<file path="src/rtl/pix2_pkg.sv">
package pix2_pkg;
    typedef enum logic {
        LN_IDLE = 1'b0,
        LN_SHOW = 1'b1
    } line_state_e;
endpackage

</file>
<file path="src/rtl/pix2_word_buf.sv">
module pix2_word_buf #(
    parameter int DATA_W       = 32,
    parameter int PIX_W        = 2,
    parameter int PIX_PER_WORD = 15
) (
    input  logic              clk,
    input  logic              rst_n,
    input  logic [DATA_W-1:0] in_data,
    input  logic              in_valid,
    output logic              in_ready,
    input  logic              take_i,
    output logic [PIX_W-1:0]  pix_o,
    output logic              underflow_o
);
    localparam int PAY_W = PIX_W * PIX_PER_WORD;
    localparam int CNT_W = $clog2(PIX_PER_WORD + 1);

    typedef struct packed {
        logic [PAY_W-1:0] word;
        logic [CNT_W-1:0] rem;
        logic             under;
    } buf_t;

    buf_t d, q;
    logic load;

    generate
        if (DATA_W > PAY_W) begin : g_tail
            logic unused_tail;
            assign unused_tail = ^in_data[DATA_W-PAY_W-1:0];
        end
    endgenerate

    always_comb begin
        d        = q;
        pix_o    = '0;
        in_ready = (q.rem == '0) || ((q.rem == CNT_W'(1)) && take_i);
        load     = in_valid && in_ready;
        if (take_i) begin
            if (q.rem != '0) begin
                pix_o  = q.word[PAY_W-1 -: PIX_W];
                d.word = q.word << PIX_W;
                d.rem  = q.rem - 1'b1;
            end else if (in_valid) begin
                pix_o = in_data[DATA_W-1 -: PIX_W];
            end else begin
                d.under = 1'b1;
            end
        end
        if (load) begin
            if (take_i && (q.rem == '0)) begin
                d.word = in_data[DATA_W-1 -: PAY_W] << PIX_W;
                d.rem  = CNT_W'(PIX_PER_WORD - 1);
            end else begin
                d.word = in_data[DATA_W-1 -: PAY_W];
                d.rem  = CNT_W'(PIX_PER_WORD);
            end
        end
    end

    always_ff @(posedge clk) begin
        if (!rst_n) q <= '0;
        else        q <= d;
    end

    assign underflow_o = q.under;


    word_load_fill_chk: assert property (@(posedge clk) disable iff (!rst_n)
        (in_valid && in_ready) |=> (q.rem >= CNT_W'(PIX_PER_WORD - 1)));


    word_hold_chk: assert property (@(posedge clk) disable iff (!rst_n)
        (!take_i && q.rem != '0) |=> $stable(q.rem) && $stable(q.word));


    underflow_sticky_chk: assert property (@(posedge clk) disable iff (!rst_n)
        underflow_o |=> underflow_o);


    underflow_no_consume_chk: assert property (@(posedge clk) disable iff (!rst_n)
        (take_i && q.rem == '0 && !in_valid) |=> (q.rem == '0) && underflow_o);
endmodule

</file>
<file path="src/rtl/pix2_line_ctrl.sv">
module pix2_line_ctrl
    import pix2_pkg::*;
#(
    parameter int PIX_W       = 2,
    parameter int CLK_PER_PIX = 6,
    parameter int LW_W        = 12
) (
    input  logic             clk,
    input  logic             rst_n,
    input  logic             line_start,
    input  logic [LW_W-1:0]  line_width,
    output logic             take_o,
    input  logic [PIX_W-1:0] pix_i,
    output logic [PIX_W-1:0] pix_o,
    output logic             busy_o
);
    localparam int HOLD_W = (CLK_PER_PIX > 2) ? $clog2(CLK_PER_PIX) : 1;

    typedef struct packed {
        line_state_e       st;
        logic              loaded;
        logic [LW_W-1:0]   width;
        logic [LW_W-1:0]   left;
        logic [HOLD_W-1:0] hold;
        logic [PIX_W-1:0]  pix;
    } ctl_t;

    ctl_t d, q;

    always_comb begin
        d      = q;
        take_o = 1'b0;
        unique case (q.st)
            LN_IDLE: begin
                if (line_start) begin
                    d.st   = LN_SHOW;
                    d.hold = '0;
                    if (!q.loaded) begin
                        d.loaded = 1'b1;
                        d.width  = line_width;
                        d.left   = line_width;
                    end else begin
                        d.left = q.width;
                    end
                end
            end
            LN_SHOW: begin
                if (q.hold == '0) begin
                    if (q.left == '0) begin
                        d.st  = LN_IDLE;
                        d.pix = '0;
                    end else begin
                        take_o = 1'b1;
                        d.pix  = pix_i;
                        d.left = q.left - 1'b1;
                        d.hold = HOLD_W'(CLK_PER_PIX - 1);
                    end
                end else begin
                    d.hold = q.hold - 1'b1;
                end
            end
            default: d.st = LN_IDLE;
        endcase
    end

    always_ff @(posedge clk) begin
        if (!rst_n) q <= '0;
        else        q <= d;
    end

    assign pix_o  = q.pix;
    assign busy_o = (q.st == LN_SHOW);


    pixel_hold_chk: assert property (@(posedge clk) disable iff (!rst_n)
        (busy_o && q.hold != '0) |=> $stable(pix_o));


    width_frozen_chk: assert property (@(posedge clk) disable iff (!rst_n)
        q.loaded |=> $stable(q.width) && q.loaded);


    retrigger_ignored_chk: assert property (@(posedge clk) disable iff (!rst_n)
        (busy_o && q.hold != '0) |=> $stable(q.left));


    take_bounded_chk: assert property (@(posedge clk) disable iff (!rst_n)
        take_o |-> (q.left != '0) && busy_o);
endmodule

</file>
<file path="src/rtl/pix2_serializer.sv">
module pix2_serializer #(
    parameter int DATA_W       = 32,
    parameter int PIX_W        = 2,
    parameter int PIX_PER_WORD = 15,
    parameter int CLK_PER_PIX  = 6,
    parameter int LW_W         = 12
) (
    input  logic              clk,
    input  logic              rst_n,
    input  logic [DATA_W-1:0] s_data,
    input  logic              s_valid,
    output logic              s_ready,
    input  logic [LW_W-1:0]   line_width,
    input  logic              line_start,
    output logic [PIX_W-1:0]  pix_out,
    output logic              underflow
);
    logic             take;
    logic [PIX_W-1:0] next_pix;
    logic             busy;

    pix2_word_buf #(
        .DATA_W       (DATA_W),
        .PIX_W        (PIX_W),
        .PIX_PER_WORD (PIX_PER_WORD)
    ) i_word_buf (
        .clk         (clk),
        .rst_n       (rst_n),
        .in_data     (s_data),
        .in_valid    (s_valid),
        .in_ready    (s_ready),
        .take_i      (take),
        .pix_o       (next_pix),
        .underflow_o (underflow)
    );

    pix2_line_ctrl #(
        .PIX_W       (PIX_W),
        .CLK_PER_PIX (CLK_PER_PIX),
        .LW_W        (LW_W)
    ) i_line_ctrl (
        .clk        (clk),
        .rst_n      (rst_n),
        .line_start (line_start),
        .line_width (line_width),
        .take_o     (take),
        .pix_i      (next_pix),
        .pix_o      (pix_out),
        .busy_o     (busy)
    );


    blank_zero_chk: assert property (@(posedge clk) disable iff (!rst_n)
        !busy |-> (pix_out == '0));


    first_pixel_chk: assert property (@(posedge clk) disable iff (!rst_n)
        (!busy && line_start) |=> busy);
endmodule

</file>
<file path="config.mk">
export PLATFORM = sky130hd
export DESIGN_NAME = pix2_serializer
export DESIGN_NICKNAME = d
export VERILOG_FILES = /design/src/rtl/pix2_pkg.sv /design/src/rtl/pix2_word_buf.sv /design/src/rtl/pix2_line_ctrl.sv /design/src/rtl/pix2_serializer.sv
export SDC_FILE = /design/constraint.sdc
export NUM_CORES = 1
export LEC_CHECK = 0
export ABC_AREA = 1
export BUFFER_PORTS_ARGS = -buffer_cell sky130_fd_sc_hd__clkbuf_2
export CAP_MARGIN = 0
export CORE_AREA = 2 2 102 104
export DETAILED_ROUTE_END_ITERATION = 8
export DIE_AREA = 0 0 104 106
export PLACE_DENSITY = 0.57
export REMOVE_ABC_BUFFERS = 1
export SYNTH_ARGS = -nofsm -noshare
export SYNTH_HDL_FRONTEND = slang
export SYNTH_HIERARCHICAL = 1
export SYNTH_SLANG_ARGS = --single-unit
</file>
<file path="constraint.sdc">
create_clock -name clk -period 2.7 [get_ports clk]
set_input_delay 0.81 -clock clk [delete_from_list [all_inputs] [get_ports clk]]
set_output_delay 0.81 -clock clk [all_outputs]
set_load 0.02 [all_outputs]
</file>
==> results of run 1 <==
## power by group
group / leakage [nW] / internal (mW) / switching (mW) / total [mW]
logic: 1.59 / 0.564 / 1.04 / 1.60
registers: 0.542 / 1.26 / 0.172 / 1.43
clock network: 0.106 / 0.497 / 0.377 / 0.873
total: 2.24 / 2.32 / 1.59 / 3.91
## worst max path at each step
stage / end / slack (ns) / cells after the start
4_1_cts: s_ready / 0.007 / 12
6_report: s_ready / 0.14 / 12
3_3_place_gp: i_word_buf/q[31] / 0.21 / 14
5_1_grt: s_ready / 0.004 / 12
3_5_place_dp: i_word_buf/q[21] / 0.18 / 14
2_1_floorplan: i_word_buf/q[1] / -0.40 / 15
## metrics by stage
| stage | cells | setup WS [ns] |
|---|---|---|
| 2_1_floorplan | 617 | -0.3982 |
| 3_3_place_gp | 816 | 0.2060 |
| 3_5_place_dp | 816 | 0.1845 |
| 4_1_cts | 831 | 0.007130 |
| 5_1_grt | 833 | 0.004299 |
| 6_report | 833 | 0.1443 |
## cells by family after synthesis
| family | share of synthesized area [%] |
|---|---|
| AO/OA/AOI/OAI | 12.73 |
| XOR/XNOR | 0.4479 |
| flip-flops | 33.78 |
| AND/OR/NAND/NOR | 41.78 |
| buffers and inverters | 10.30 |
| adder cells (fa/ha/maj) | 0.9598 |
## cells in the mapped netlist, types with 2 or more instances
cell      number  area, µm²
o211ai_1       4      30.03
nand2_1      282       1059
o21ai_0       18      90.09
buf_6          7      78.83
buf_2         12      60.06
nand2_2        4      25.02
inv_1         46      172.7
a21oi_1       50      250.2
inv_2          4      15.01
o21ai_1       18      90.09
buf_4          4      30.03
a211oi_1       3      22.52
ha_1           3      37.54
nor2_2         8      50.05
nor2_1        60      225.2
nand3_1       30      150.1
nand4_1       12      75.07
nand3_2        3      30.03
clkbuf_1       8      30.03
buf_1          2      7.510
dfxtp_1       66       1321
## sequential cells by signal, summed over array words and instances (netlist names)
signal	flops
i_word_buf/q	34
i_line_ctrl/q	28
i_line_ctrl/pix_o	2
i_word_buf/underflow_o	1
i_line_ctrl/busy_o	1
## metal layers
layer,up-vias,share of wire [%],GRT usage [%]
met5,-,0,0
met4,0,1.0,5.405
li1,2131,-,-
met3,10,4.6,3.372
met1,1805,46,22.19
met2,82,48,32.99
## placed cells by master (no fill, tap or decap), drive strengths merged
cell    netlist  layout
nand2       286     286
a21oi        50      50
nand4        12      12
ha            3       3
o211ai        4       4
dfxtp        66      66
nor2         69      69
xnor2         1       1
o21ai        36      36
a211oi        3       3
bufinv        0       1
xor2          1       1
inv          50      50
nand3        33      33
clkbuf        9      61
a21boi        1       1
o21a          1       1
buf          25      17
clkinv        1       2
## cell type report
cell class,instances,share of cell area [%]
Clock inverter,2,0.7834
Multi-Input combinational cell,500,49.55
Timing Repair Buffer,65,8.226
Inverter,51,4.281
Sequential cell,66,29.57
Clock buffer,13,3.777
Tap cell,136,3.805
## critical path, delay by kind of cell (launching register included)
kind | cells | cell delay (ns)
and+or+nand+nor | 7 | 0.57
buffers and inverters | 4 | 0.35
DFF | 1 | 0.32
adders and majority gates | 1 | 0.15
## repair_timing
| item | 4_1_cts | 5_1_grt |
|---|---|---|
| resized for setup | 3 | 10 |
| pin swaps | 0 | 1 |
| buffers inserted | 0 | 2 |
| setup endpoints to repair | 1 | 3 |
| hold buffers | 0 | 0 |
==> run_results.csv, run 1 <==
group,metric,value,unit
status,outcome,"complete, no violations",
power,total_power,3.905,mW
power,vdd_drop_max,0.4504,mV
timing,finalCriticalPeriod,2.556,ns
global_route,grt_pass1_vias,3667,
route,num_vias,4028,
global_route,grt_use_total,18.30,%
cells_and_area,nets,744,
yosys,synth_top_flop_cell,"dfxtp_1",
yosys,synth_edf_count,0,
floorplanning,core_area,10000,µm²
power,p_leak,2.241,nW
route,wl_per_cell,11.82,µm
critical_path,cp-end-kind,"primary output",
global_route,antenna_found_initial,0,
critical_path,r2r-start,"i_line_ctrl/q[5]",
hold_path,min_to,"i_line_ctrl/q[18]",
clock_tree,clk_latency,0.34,ns
route,drt_iter0_markers,152,
cells_and_area,fillers,1136,
yosys,ys_ff_latch,66,
yosys,yosys_warnings,6,
critical_path,worstSetupStartpointType,"flop",
cells_and_area,multi_input_area,2216,µm²
power,power_density,873.3,nW/µm²
global_route,grt-ovfl-total,0,
timing,fmax,391.3,MHz
timing,maxSlewViolCount,0,
critical_path,cp.required,1.89,ns
clock_tree,cts_max_level,3,
timing,fin_setup_tns,0,ns
clock_tree,clock-sinks,66,
route,firstDrtPassIters,4,
run,cap_violations,0,
floorplanning,fp.dieH,106,µm
placement,hpwl,6676,µm
critical_path,regToRegEndpoint,"i_word_buf/q[21]",
route,route.detailed.drc,0,
cells_and_area,n_antenna_cell,0,
yosys,synthesis.area,3911,µm²
clock_tree,cts_buffers,9,
critical_path,cp_common_cell,"nand2_2",
timing,fin_crit_sh,94.65,%
route,ant_nets,0,
critical_path,worstPathMaxFanout,5,
timing,hold_viol,0,
yosys,avgSynthCellArea,6.008,µm²
yosys,synth.yosys.seq_area_share,33.78,%
cells_and_area,fin_area,4472,µm²
floorplanning,die_w,104,µm
placement,gp_congestion,0.8635,
critical_path,r2r_setup_slack,0.38,ns
floorplanning,io_pins,52,
timing,setup_violations,0,
cells_and_area,fin_util,44.72,%
yosys,synth_cells,651,
critical_path,startpoint,"i_line_ctrl/q[5]",
critical_path,path_class,"reg -> out",
timing,rsz0062_at_grt,"false",
floorplanning,dieArea,11020,µm²
critical_path,cp_slowest_cell,"dfxtp_1",
clock_tree,cts_buffer_depth,2,
global_route,grt_max_degree,47,
timing,worst_pin_slew,0.6363,ns
cells_and_area,drive_above_1_share,15.78,%
yosys,synth_cell_types,28,
hold_path,hold_path.class,"reg -> reg",
cells_and_area,regArea,1323,µm²
hold_path,hold_start,"i_line_ctrl/q[18]",
critical_path,path_cells,"inv_2 > ha_4 > nand2_2 > nor2_2 > nand3_1 > nand2_1 > inv_2 > nand2_1 > inv_1 > nand2_2 > nand2_2 > buf_4",
timing,hold_ws,0.4700,ns
floorplanning,initial_utilization,39.11,%
global_route,grt_pass1_wl,16540,µm
critical_path,r2r_cells,14,
clock_tree,cts_tree,"yes",
route,drt_wl_total,9849,µm
critical_path,worstPathArrival,1.75,ns
hold_path,min_path_cells,2,
cells_and_area,area_growth,14.33,%
timing,slew_headroom,57.32,%
clock_tree,path_clk_slew,0.07,ns
route,vias_per_cell,4.836,
clock_tree,cts-root-buf,"clkbuf_8",
floorplanning,rows,37,
critical_path,slowest_delay,0.32,ns
placement,dpl-instance-area,4224,µm²
placement,portBuffers,49,
yosys,synthArstFlopShare,0,%
timing,fin_worst_skew,0.008811,ns
Note: power is estimated with default switching activity, not from simulation.
==> inputs of run 2 (changes only) <==
- CTS_BUF_LIST: not set -> sky130_fd_sc_hd__clkbuf_16
==> run 2 against run 1 <==
Compared with the run above:
- count of clock-buffer cells in the layout decreased by 4
- critical endpoint unchanged
- maximum frequency is 0.69% higher
- clock power increased by 25%
- worst setup slack better by 0.018 ns
- largest power group unchanged
==> run_results.csv, run 2 (synthesized netlist as in run 1, its figures left out) <==
group,metric,value,unit
status,outcome,"complete, no violations",
critical_path,cp_common_cell,"nand2_1",
power,intPower,2.514,mW
critical_path,startpoint,"i_line_ctrl/q[5]",
power,power_density,909.7,nW/µm²
floorplanning,die_w,104,µm
clock_tree,clk_latency,0.32,ns
timing,fmax,394.0,MHz
critical_path,r2r_setup_slack,0.37,ns
clock_tree,cts_buffers,9,
global_route,grt_pass1_vias,3669,
timing,finalCriticalPeriod,2.538,ns
cells_and_area,drive_above_1_share,14.78,%
placement,portBuffers,49,
cells_and_area,nets,744,
power,total_power,4.125,mW
critical_path,regToRegEndpoint,"i_word_buf/q[21]",
global_route,antenna_found_initial,0,
timing,hold_viol,0,
critical_path,path_cells,"inv_2 > ha_4 > nand2_2 > nor2_2 > nand3_1 > nand2_1 > inv_2 > nand2_1 > inv_1 > nand2_1 > nand2_1 > buf_4",
hold_path,min_path_cells,2,
placement,gp_congestion,0.8635,
power,pwr-share-comb,38.8,%
cells_and_area,regMostFlops,"i_word_buf/q",
route,top_layer_used,"met4",
timing,fin_crit_sh,94.00,%
clock_tree,clock-sinks,66,
cells_and_area,layout_common_cells,"282 x nand2_1, 66 x dfxtp_1, 58 x nor2_1",
route,route.detailed.drc,0,
timing,slew_headroom,58.71,%
timing,maxSlewViolCount,0,
global_route,grt-ovfl-total,0,
critical_path,slowest_delay,0.31,ns
critical_path,cp-end-kind,"primary output",
critical_path,worstSetupEndpoint,"s_ready",
cells_and_area,layout_commonest_cell,"nand2_1",
hold_path,hold_path.class,"reg -> reg",
run,cap_violations,0,
power,p_leak,2.273,nW
critical_path,cp.buffers_inverters,4,
cells_and_area,area_growth,15.93,%
route,met2WireLength,4862,µm
cells_and_area,n_antenna_cell,0,
power,swShare,39.05,%
floorplanning,io_pins,52,
floorplanning,dieArea,11020,µm²
route,drt_wl_total,9853,µm
critical_path,worstPathArrival,1.73,ns
route,num_vias,4007,
critical_path,path_class,"reg -> out",
route,met3_length,350,µm
clock_tree,cts-root-buf,"clkbuf_16",
timing,hold_ws,0.4673,ns
floorplanning,core_area,10000,µm²
power,vdd_drop_max,0.4451,mV
global_route,grt_use_total,18.20,%
route,ant_nets,0,
critical_path,r2r-start,"i_line_ctrl/q[6]",
route,wl_per_cell,11.83,µm
route,wl_met1,4587,µm
power,seq_power_share,34.7,%
clock_tree,cts_buffer_depth,2,
cells_and_area,largest_reg_flops,34,
critical_path,crit_family,"simple AND/OR/NAND/NOR gates",
floorplanning,initial_utilization,39.11,%
critical_path,worstPathMaxFanout,5,
critical_path,cp.depth,12,
critical_path,cp.required,1.89,ns
global_route,grt_max_degree,47,
route,firstDrtPassIters,4,
clock_tree,cts_hold_repair.buffers,0,
timing,fin_worst_skew,0.004280,ns
route,drt_iter0_markers,146,
power,p_switching,1.611,mW
route,vias_per_cell,4.810,
power,p_clk_share,26.5,%
critical_path,cp_slowest_cell,"dfxtp_1",
clock_tree,cts_max_level,3,
timing,setup_violations,0,
clock_tree,path_clk_slew,0.05,ns
timing,worst_pin_slew,0.6155,ns
timing,rsz0062_at_grt,"false",
global_route,grt_pass1_wl,16610,µm
placement,hpwl,6676,µm
critical_path,worstSetupStartpointType,"flop",
floorplanning,fp.dieH,106,µm
critical_path,r2r_cells,14,
clock_tree,cts_tree,"yes",
floorplanning,rows,37,
==> run 2: changes by cell type in the layout (fill, tap and decap cells not counted), sizes merged <==
cell	delta
inv	+1
clkinv	+3
clkbuf	-4
==> run 2: power by group through the flow <==
stage	clock (mW)	combinational (mW)	sequential [mW]
6_report	1.09	1.60	1.43
5_1_grt	1.17	1.85	1.46
4_1_cts	1.13	1.59	1.42
3_5_place_dp	0	1.58	1.44
3_3_place_gp	0	1.56	1.43
2_1_floorplan	0	1.14	1.41
==> run 2: worst reg2reg max path, delay by kind of cell (launching register included) <==
kind            cells  cell delay (ns)
fa+ha+maj           1             0.17
flops               1             0.36
buf+inv             4             0.82
simple gates        8             0.78
compound gates      1             0.13
==> run 2: timing repair <==
action	CTS	global route
setup buffers	0	2
resized for setup	3	6
setup endpoints to repair	1	3
==> run 2: worst min path at each step <==
stage	slack [ns]	to	startpoint
6_report	0.47	i_line_ctrl/q[18]	i_line_ctrl/q[18]
5_1_grt	0.48	i_line_ctrl/q[18]	i_line_ctrl/q[18]
4_1_cts	0.47	i_line_ctrl/q[27]	i_line_ctrl/q[27]
3_5_place_dp	0.45	i_line_ctrl/q[27]	i_line_ctrl/q[27]
3_3_place_gp	0.45	i_word_buf/underflow_o	i_word_buf/underflow_o
2_1_floorplan	0.44	i_line_ctrl/q[27]	i_line_ctrl/q[27]
==> run 2: routing by layer <==
metal / up-vias / global-route usage (%)
met3: 6 / 3.495
met1: 1806 / 22.15
met4: 0 / 4.151
li1: 2130 / -
met2: 65 / 33.22
met5: - / 0
==> run 2: metrics by stage <==
step,std cells,cell area (µm²),TNS [ns],setup WS [ns],util (%)
after floorplan,617,3700,-11.11,-0.3982,-
final,833,4534,0,0.1620,45.35
after CTS,831,4504,0,0.02153,45.05
after global placement,816,4224,0,0.2060,42.24
after global routing,833,4534,0,0.001732,45.35
after detailed placement,816,4224,0,0.1845,42.24
==> run 2: layout make-up <==
cell class	instances	area, µm²
timing repair buffer	65	367.9
clock inverter	6	50.05
fill	1129	5465
multi-input combinational	500	2208
clock buffer	9	225.2
tap	136	170.2
sequential	66	1321
inverter	51	191.4
==> inputs of run 3 (changes only) <==
- RECOVER_POWER: not set -> 100
==> run 3 against run 2 <==
Compared with the run above:
- register-to-register slack got worse by 0.11 ns
- via count about the same
- sequential share of layout area up 0.21 points
- total power is 0.45% lower
- worst setup slack improved by 0.0094 ns
- largest power group unchanged
==> run_results.csv, run 3 (synthesized netlist as in run 1, its figures left out) <==
group,metric,value,unit
clock_tree,cts_buffers,9,
critical_path,cp_common_cell,"nand2_1",
timing,fmax,395.5,MHz
timing,slew_headroom,49.00,%
route,num_vias,4010,
floorplanning,die_w,104,µm
global_route,grt_use_total,18.20,%
global_route,grt_pass1_wl,16610,µm
floorplanning,fp.dieH,106,µm
timing,finalCriticalPeriod,2.529,ns
power,total_power,4.106,mW
floorplanning,initial_utilization,39.11,%
cells_and_area,area_growth,15.10,%
route,drt_wl_total,9833,µm
critical_path,worstPathArrival,1.72,ns
global_route,antenna_found_initial,0,
critical_path,path_class,"reg -> out",
floorplanning,core_area,10000,µm²
floorplanning,io_pins,52,
route,met3_length,301,µm
critical_path,crit_family,"simple AND/OR/NAND/NOR gates",
timing,maxSlewViolCount,0,
timing,worst_pin_slew,0.7629,ns
hold_path,hold_start,"i_line_ctrl/q[18]",
floorplanning,dieArea,11020,µm²
cells_and_area,largest_reg_flops,34,
global_route,grt-ovfl-total,0,
clock_tree,cts_max_level,3,
route,wl_per_cell,11.80,µm
placement,dp_cells,816,
route,vias_per_cell,4.814,
power,p_leak,2.247,nW
critical_path,path_cells,"inv_2 > ha_4 > nand2_2 > nor2_2 > nand3_1 > nand2_1 > inv_2 > nand2_1 > inv_1 > nand2_1 > nand2_1 > buf_4",
placement,gp_congestion,0.8635,
timing,fin_worst_skew,0.004594,ns
critical_path,cp.buffers_inverters,4,
clock_tree,cts_tree,"yes",
route,firstDrtPassIters,5,
timing,hold_ws,0.4669,ns
cells_and_area,n_antenna_cell,0,
critical_path,slowest_delay,0.31,ns
cells_and_area,drive_above_1_share,13.20,%
critical_path,r2r-start,"i_line_ctrl/q[6]",
clock_tree,path_clk_slew,0.05,ns
critical_path,cp.required,1.89,ns
critical_path,worstPathMaxFanout,5,
critical_path,cp-end-kind,"primary output",
route,top_layer_used,"met4",
timing,fin_crit_sh,93.65,%
route,wl_met1,4606,µm
timing,hold_viol,0,
critical_path,cp_slowest_cell,"dfxtp_1",
critical_path,worstSetupStartpointType,"flop",
cells_and_area,layout_commonest_cell,"nand2_1",
hold_path,hold_path.class,"reg -> reg",
status,outcome,"complete, no violations",
placement,hpwl,6676,µm
clock_tree,clock-sinks,66,
cells_and_area,regMostFlops,"i_word_buf/q",
route,drt_iter0_markers,122,
global_route,grt_pass1_vias,3669,
cells_and_area,layoutNonFillerInstCount,833,
clock_tree,clk_latency,0.32,ns
route,route.detailed.drc,0,
critical_path,startpoint,"i_line_ctrl/q[5]",
power,vdd_drop_max,0.4398,mV
clock_tree,cts_buffer_depth,2,
route,ant_nets,0,
route,met2WireLength,4891,µm
timing,fin_setup_tns,0,ns
timing,setup_violations,0,
placement,dp_slack,0.1845,ns
cells_and_area,layout_common_cells,"282 x nand2_1, 66 x dfxtp_1, 61 x nor2_1",
placement,portBuffers,49,
cells_and_area,nets,744,
timing,rsz0062_at_grt,"false",
global_route,grt_max_degree,47,
run,cap_violations,0,
clock_tree,cts-root-buf,"clkbuf_16",
floorplanning,rows,37,
timing,worst_slack,0.1714,ns
power,power_density,912.1,nW/µm²
[run 3: changes by cell type in the layout (fill, tap and decap cells not counted), moves of 3 or more]
| cell | previous run | this run |
|---|---|---|
| clkbuf_2 | 48 | 45 |
| nor2_1 | 58 | 61 |
| buf_4 | 17 | 13 |
| clkbuf_1 | 0 | 6 |
| nor2_2 | 10 | 7 |
[run 3: where the power goes]
group,switching [mW],internal (mW),leakage [nW]
sequential,0.170,1.26,0.542
clock,0.402,0.695,0.139
combinational,1.03,0.549,1.57
[run 3: metal layers]
metal	track usage (%)	vias up
met1	22.15	1812
met5	0	-
met3	3.495	2
li1	-	2129
met2	33.22	67
met4	4.151	0
[run 3: layout make-up]
class	count	area, µm²
fillers	1134	5498
multi-input cells	500	2191
flip-flops and latches	66	1321
repair buffers	65	352.8
clock buffers	9	225.2
inverters	51	191.4
well taps	136	170.2
clock inverters	6	50.05
[run 3: worst register-to-register path, cell delays in order (launching register included)]
cell and delay (ns):
dfxtp_1 0.36, inv_2 0.06, ha_4 0.17, nand2_2 0.11, nor2_2 0.05, nand3_1 0.06, nand2_1 0.07, inv_2 0.09
clkbuf_4 0.27, nand3_2 0.25, clkbuf_2 0.42, nand2_1 0.15, nand2_1 0.05, nand2_1 0.07, nand3_1 0.08, nand2_1 0.06
inv_1 0.04
[run 3: path summary, 6_finish.rpt]
path                        to  slack, ns  depth (start not counted)
min reg2reg  i_line_ctrl/q[18]       0.47                          2
max                    s_ready       0.17                         12
max reg2reg   i_word_buf/q[17]       0.26                         16
min          i_line_ctrl/q[18]       0.47                          2
[run 3: stage by stage]
stage | area (µm²) | util [%]
after detailed placement | 4224 | 42.24
after CTS | 4504 | 45.05
after global routing | 4502 | 45.02
after floorplan | 3700 | -
final | 4502 | 45.02
after global placement | 4224 | 42.24
[run 3: what timing repair did]
action,4_1_cts,5_1_grt
pin swaps,0,0
setup buffers,0,2
setup endpoints to repair,1,3
gates cloned,0,0
resized for setup,3,6
hold buffers,0,0
